--- src/rtl/dwsr_pkg.sv ---
package dwsr_pkg;
  parameter int WIPER_W_DEF     = 8;
  parameter int SYNC_STAGES_DEF = 2;
  // wire index inside the synchronizer bundle
  parameter int WIRE_EN  = 0;
  parameter int WIRE_CLK = 1;
  parameter int WIRE_DIN = 2;
  parameter int N_WIRES  = 3;
endpackage

--- src/rtl/dwsr_sync.sv ---
module dwsr_sync #(
  parameter int N      = 3,
  parameter int STAGES = 2
) (
  input  logic         clk,
  input  logic         rst_n,
  input  logic [N-1:0] raw,
  output logic [N-1:0] synced,
  output logic [N-1:0] rose,
  output logic [N-1:0] fell
);
  generate
    for (genvar i = 0; i < N; i++) begin : g_wire
      logic [STAGES:0] chain;
      always_ff @(posedge clk or negedge rst_n) begin
        if (!rst_n) chain <= '0;
        else        chain <= {chain[STAGES-1:0], raw[i]};
      end
      assign synced[i] = chain[STAGES-1];
      assign rose[i]   = chain[STAGES-1] & ~chain[STAGES];
      assign fell[i]   = ~chain[STAGES-1] & chain[STAGES];
    end
  endgenerate
endmodule

--- src/rtl/dwsr_shifter.sv ---
module dwsr_shifter #(
  parameter int FRAME_W = 17
) (
  input  logic               clk,
  input  logic               rst_n,
  input  logic               shift_evt,
  input  logic               din,
  output logic [FRAME_W-1:0] frame,
  output logic               dout
);
  logic [FRAME_W-1:0] sr;

  // new bit enters at the top; the first bit of a frame ends at position 0
  always_ff @(posedge clk or negedge rst_n) begin
    if (!rst_n)         sr <= '0;
    else if (shift_evt) sr <= {din, sr[FRAME_W-1:1]};
  end

  assign frame = sr;
  assign dout  = sr[0];

  assert_idle_clock_ignored_R4: assert property (@(posedge clk) disable iff (!rst_n)
    !shift_evt |=> $stable(sr));
  assert_bit_enters_top_R1: assert property (@(posedge clk) disable iff (!rst_n)
    shift_evt |=> frame[FRAME_W-1] == $past(din));
  assert_oldest_bit_leaves_R7: assert property (@(posedge clk) disable iff (!rst_n)
    shift_evt |=> dout == $past(frame[1]));
endmodule

--- src/rtl/dwsr_latch.sv ---
module dwsr_latch #(
  parameter int WIPER_W = 8,
  localparam int FRAME_W = 1 + 2 * WIPER_W
) (
  input  logic               clk,
  input  logic               rst_n,
  input  logic               latch_evt,
  input  logic [FRAME_W-1:0] frame,
  output logic [WIPER_W-1:0] wiper0,
  output logic [WIPER_W-1:0] wiper1,
  output logic               stack_sel
);
  // a field sent MSB first starting at register position base:
  // its MSB sits at base, its LSB at base+WIPER_W-1
  function automatic logic [WIPER_W-1:0] field_at(input logic [FRAME_W-1:0] f,
                                                  input int base);
    logic [WIPER_W-1:0] v;
    for (int k = 0; k < WIPER_W; k++) v[WIPER_W-1-k] = f[base+k];
    return v;
  endfunction

  logic [WIPER_W-1:0] next_w1, next_w0;
  assign next_w1 = field_at(frame, 1);
  assign next_w0 = field_at(frame, 1 + WIPER_W);

  always_ff @(posedge clk or negedge rst_n) begin
    if (!rst_n) begin
      wiper0    <= '0;
      wiper1    <= '0;
      stack_sel <= 1'b0;
    end else if (latch_evt) begin
      wiper0    <= next_w0;
      wiper1    <= next_w1;
      stack_sel <= frame[0];
    end
  end

  assert_hold_between_releases_R2: assert property (@(posedge clk) disable iff (!rst_n)
    !latch_evt |=> $stable({wiper1, wiper0, stack_sel}));
  assert_flag_from_bit0_R5: assert property (@(posedge clk) disable iff (!rst_n)
    latch_evt |=> stack_sel == $past(frame[0]));
  assert_w1_msb_first_R1: assert property (@(posedge clk) disable iff (!rst_n)
    latch_evt |=> wiper1[WIPER_W-1] == $past(frame[1]));
endmodule

--- src/rtl/dwsr_tap_mux.sv ---
module dwsr_tap_mux #(
  parameter int WIPER_W = 8
) (
  input  logic               stack_sel,
  input  logic [WIPER_W-1:0] wiper0,
  input  logic [WIPER_W-1:0] wiper1,
  output logic [WIPER_W-1:0] combo,
  output logic [WIPER_W:0]   stacked_pos
);
  function automatic logic [WIPER_W-1:0] pick(input logic s,
                                              input logic [WIPER_W-1:0] a,
                                              input logic [WIPER_W-1:0] b);
    return s ? b : a;
  endfunction

  assign combo       = pick(stack_sel, wiper0, wiper1);
  assign stacked_pos = {stack_sel, combo};
endmodule

--- src/rtl/dual_wiper_serial_port.sv ---
module dual_wiper_serial_port #(
  parameter int WIPER_W     = dwsr_pkg::WIPER_W_DEF,
  parameter int SYNC_STAGES = dwsr_pkg::SYNC_STAGES_DEF,
  localparam int FRAME_W    = 1 + 2 * WIPER_W
) (
  input  logic               clk,
  input  logic               rst_n,
  input  logic               ser_en,
  input  logic               ser_clk,
  input  logic               ser_din,
  output logic               ser_dout,
  output logic [WIPER_W-1:0] wiper0_o,
  output logic [WIPER_W-1:0] wiper1_o,
  output logic               stack_sel_o,
  output logic [WIPER_W-1:0] combo_wiper_o,
  output logic [WIPER_W:0]   stacked_pos_o
);
  import dwsr_pkg::*;

  logic [N_WIRES-1:0] raw, synced, rose, fell;
  assign raw[WIRE_EN]  = ser_en;
  assign raw[WIRE_CLK] = ser_clk;
  assign raw[WIRE_DIN] = ser_din;

  dwsr_sync #(.N(N_WIRES), .STAGES(SYNC_STAGES)) u_sync (
    .clk(clk), .rst_n(rst_n), .raw(raw),
    .synced(synced), .rose(rose), .fell(fell)
  );

  // named internal events
  logic shift_evt, latch_evt, din_s;
  assign shift_evt = rose[WIRE_CLK] & synced[WIRE_EN];
  assign latch_evt = fell[WIRE_EN];
  assign din_s     = synced[WIRE_DIN];

  logic [FRAME_W-1:0] frame;
  dwsr_shifter #(.FRAME_W(FRAME_W)) u_shift (
    .clk(clk), .rst_n(rst_n), .shift_evt(shift_evt), .din(din_s),
    .frame(frame), .dout(ser_dout)
  );

  dwsr_latch #(.WIPER_W(WIPER_W)) u_latch (
    .clk(clk), .rst_n(rst_n), .latch_evt(latch_evt), .frame(frame),
    .wiper0(wiper0_o), .wiper1(wiper1_o), .stack_sel(stack_sel_o)
  );

  dwsr_tap_mux #(.WIPER_W(WIPER_W)) u_mux (
    .stack_sel(stack_sel_o), .wiper0(wiper0_o), .wiper1(wiper1_o),
    .combo(combo_wiper_o), .stacked_pos(stacked_pos_o)
  );

  assert_pos_top_is_flag_R6: assert property (@(posedge clk) disable iff (!rst_n)
    stacked_pos_o[WIPER_W] == stack_sel_o);
  assert_no_shift_and_latch_R3: assert property (@(posedge clk) disable iff (!rst_n)
    latch_evt |-> !shift_evt);
endmodule

--- config.mk ---
export PLATFORM = sky130hd
export DESIGN_NAME = dual_wiper_serial_port
export DESIGN_NICKNAME = d
export VERILOG_FILES = /design/src/rtl/dwsr_pkg.sv /design/src/rtl/dwsr_sync.sv /design/src/rtl/dwsr_shifter.sv /design/src/rtl/dwsr_latch.sv /design/src/rtl/dwsr_tap_mux.sv /design/src/rtl/dual_wiper_serial_port.sv
export SDC_FILE = /design/constraint.sdc
export NUM_CORES = 1
export LEC_CHECK = 0
export ABC_AREA = 1
export BUFFER_PORTS_ARGS = -buffer_cell sky130_fd_sc_hd__buf_4
export CAP_MARGIN = 20
export CORE_ASPECT_RATIO = 1.75
export CORE_MARGIN = 2
export CORE_UTILIZATION = 50
export CTS_CLUSTER_DIAMETER = 200
export DETAILED_ROUTE_END_ITERATION = 7
export PLACE_DENSITY = 0.79
export REMOVE_ABC_BUFFERS = 1
export SYNTH_ARGS = -nofsm -noshare
export SYNTH_HDL_FRONTEND = slang
export SYNTH_SLANG_ARGS = --single-unit
--- constraint.sdc ---
create_clock -name clk -period 1.4 [get_ports clk]
set_input_delay 0.14 -clock clk [delete_from_list [all_inputs] [get_ports clk]]
set_output_delay 0.14 -clock clk [all_outputs]
set_load 0.1 [all_outputs]
==> flow_summary.rst <==
.. list-table::
   :header-rows: 1

   * - Metric
     - Value
   * - Number of buffers added on ports
     - 39
   * - Layout Skew
     - 0.00347 ns
   * - Syn. warnings
     - 0
   * - Initial antenna violation count
     - 0
   * - Global-route wire length before repair
     - 6430 µm
   * - X dimension of the die
     - 49.8 µm
   * - Synthesized-area fraction occupied by xor and xnor cells
     - 0%
   * - Met3 Use GR
     - 4.12%
   * - Total wire length after detailed routing
     - 3820 µm
   * - Share of Yosys cell area claimed by the top area cell type
     - 57.3%
   * - Average footprint of a synthesized cell
     - 9.55 µm²
   * - Clk Tree Root Cell
     - sky130_fd_sc_hd__clkbuf_8
   * - Number of buffers added by the clock tree synthesis step
     - 5
   * - Area share of fa/ha/maj cells after synthesis
     - 0%
   * - Top cells by area, synth
     - sky130_fd_sc_hd__dfrtp_1 57%, sky130_fd_sc_hd__nand2_1 14%, sky130_fd_sc_hd__nand4_1 5.8%, sky130_fd_sc_hd__buf_4 5.3%, sky130_fd_sc_hd__nand3_1 4.6%
   * - Post-Syn Instances
     - 192
   * - Mux contribution to synthesized area
     - 0%
   * - Avg Vias per Cell
     - 5.19
   * - Placement Cell Area
     - 0.00205 mm²
   * - Mapped Area
     - 0.00183 mm²
   * - Final-report max-slew violation count
     - 0
   * - Max rail drop VDD
     - 0.00117 V
   * - Finished layout cell area
     - 0.00252 mm²
   * - Relative area change from synthesis to final layout
     - 37.4%
   * - Worst slew slack as a fraction of its limit
     - 65.9%
   * - Routed vias
     - 1432
   * - Core Rows
     - 29
   * - Violated checks
     - setup timing
   * - Leading cell type in the layout, fill and taps excluded
     - sky130_fd_sc_hd__nand2_1
   * - Number of hold violations in the final report
     - 0
   * - Number of global-route vias before repair
     - 1354
   * - First-pass iteration count of the detailed router
     - 4
   * - Run status
     - finished with violations
   * - Placeable core area
     - 0.00356 mm²
   * - Pin count of the biggest net entering global routing
     - 43
   * - Category of the most critical setup path
     - reg -> out
   * - CP startpoint kind
     - flip-flop
   * - Reported max-cap violation count
     - 0
   * - Arrival time of data at the critical path endpoint
     - 1.30 ns
   * - GR Overflow Total
     - 0
   * - Most frequent cells in the layout
     - 66 x sky130_fd_sc_hd__nand2_1, 41 x sky130_fd_sc_hd__dfrtp_1, 27 x sky130_fd_sc_hd__buf_4
   * - Die area
     - 0.00419 mm²
   * - Total number of clock tree sinks
     - 42
   * - Period minus WS final
     - 1.44 ns
   * - Effective utilization at floorplan
     - 51.5%
   * - Setup TNS
     - -0.290 ns
   * - HPWL after DPL
     - 2240 µm
   * - Count of routing violations after the opening detailed-route iteration
     - 21
   * - Met1 Resource Use GR
     - 25.1%
   * - Maximum fanout encountered on the critical timing path
     - 9
   * - Worst skew pair latency
     - 0.28 ns
   * - Leak Pwr
     - 0.00128 µW
   * - Complex-gate fraction of the synthesized area
     - 2.18%
   * - Antenna-violating nets left
     - 0
   * - Height of the die
     - 84.1 µm
   * - Fin crit share
     - 103%
   * - Post-synthesis register bit count
     - 42
   * - Number of remaining DRC errors
     - 0
   * - Endpoint required time on the critical path
     - 1.26 ns
   * - Combinational family with the most area after synthesis
     - simple AND/OR/NAND/NOR gates
   * - Seq/Total Area, Yosys
     - 57.3%
   * - Minimum setup slack in the final design
     - -0.0435 ns
   * - Setup repair after global routing missed its margin
     - true
   * - Nets
     - 234
   * - Max frequency
     - 693 MHz
   * - Reg clk slew, reported paths
     - 0.07 ns
   * - I/O pin count
     - 40
   * - Most utilized layer in the global route result
     - met2
   * - Number of H-tree levels
     - 2
   * - Met2 Use GR
     - 33.0%
   * - Hold Worst Slack
     - 0.352 ns
   * - Share of layout cells above drive strength 1
     - 33.0%
   * - Simple-gate share of the synthesized area
     - 29.4%
   * - TritonCTS clock tree
     - built
   * - Crit. End Element
     - output port
   * - Antenna diode count
     - 0
   * - Drt wl/cell
     - 13.8 µm
   * - Count of unique library cells instantiated by Yosys
     - 15
   * - Final setup fails
     - 16
   * - Biggest area consumer among synthesized cells
     - sky130_fd_sc_hd__dfrtp_1
   * - Clock tree buffer depth
     - 2
   * - Path category of the worst min-delay check
     - reg -> reg
   * - Routability Congestion
     - 0.771
   * - Pin slew with the least headroom to its limit
     - 0.512 ns
   * - Utilization of the core after routing
     - 70.8%
   * - Overall fraction of global-route tracks in use
     - 20.0%
   * - Power per Cell Area
     - 1690 mW/mm²
[where the power goes]
group,total [µW],internal (µW),switching [µW]
clock network,761,397,364
logic,2030,586,1440
registers,1460,1340,125
[flip-flops by register name, summed over array words and instances (netlist names)]
register and cells:
u_shift.frame 17, u_latch.wiper0 8, u_sync.g_wire.chain 8, u_latch.stack_sel 1, u_latch.wiper1 8
[cell families after synthesis]
logic type	count (synthesis)
and+or+nand+nor	112
buffers and inverters	30
AOI/OAI and AO/OA	8
DFF	42
[critical path, cell delays in order (launching register included)]
cell                      delay, ns
sky130_fd_sc_hd__dfrtp_2       0.43
sky130_fd_sc_hd__buf_12        0.16
sky130_fd_sc_hd__o21ai_4       0.21
sky130_fd_sc_hd__buf_12        0.21
[stage by stage]
stage | worst slack (ns) | power [µW] | cells
after floorplan | -4.47 | 2760 | 172
after global placement | 0.0719 | 3090 | 261
after detailed placement | 0.0204 | 3100 | 261
after CTS | -0.0213 | 4270 | 276
after global routing | -0.0755 | 4410 | 276
final | -0.0435 | 4250 | 276
[what timing repair did]
action	in CTS	in global routing
resized for setup	76	2
buffers inserted	3	0
pin swaps	8	0
hold endpoints to repair	45	0
hold buffers	4	0
setup endpoints to repair	18	18
[path summary, 6_finish.rpt]
path	from	endpoint	slack, ns	cells past startpoint
min	u_sync.g_wire[0].chain[0]	u_sync.g_wire[0].chain[1]	0.35	0
min reg2reg	u_sync.g_wire[0].chain[0]	u_sync.g_wire[0].chain[1]	0.35	0
min in group asynchronous	rst_n	u_sync.g_wire[0].chain[0]	0.36	2
max reg2reg	u_sync.g_wire[0].chain[1]	u_shift.frame[3]	0.26	3
max in group asynchronous	rst_n	u_latch.stack_sel	0.66	2
max	u_latch.stack_sel	stacked_pos_o[7]	-0.04	3
[cells in the mapped netlist, drive strengths merged]
master,number
nand3,18
inv,10
o21ai,8
dfrtp,42
nand4,17
buf,20
nand2,77
[metal layers]
| metal | vias up | part of all wire [%] |
|---|---|---|
| met5 | - | 0 |
| met4 | 0 | 1.0 |
| met3 | 4 | 3.2 |
| met2 | 39 | 56 |
| met1 | 703 | 39 |
| li1 | 686 | - |
[cell type report]
cell class                      instances  area (µm²)
Sequential cell                        42        1050
Fill cell                             242        1040
Multi-Input combinational cell        120         669
Timing Repair Buffer                   50         606
Clock buffer                            7        86.3
Tap cell                               46        57.6
Inverter                               10        42.5
Clock inverter                          1        5.00
Note: power is estimated with default switching activity, not from simulation.
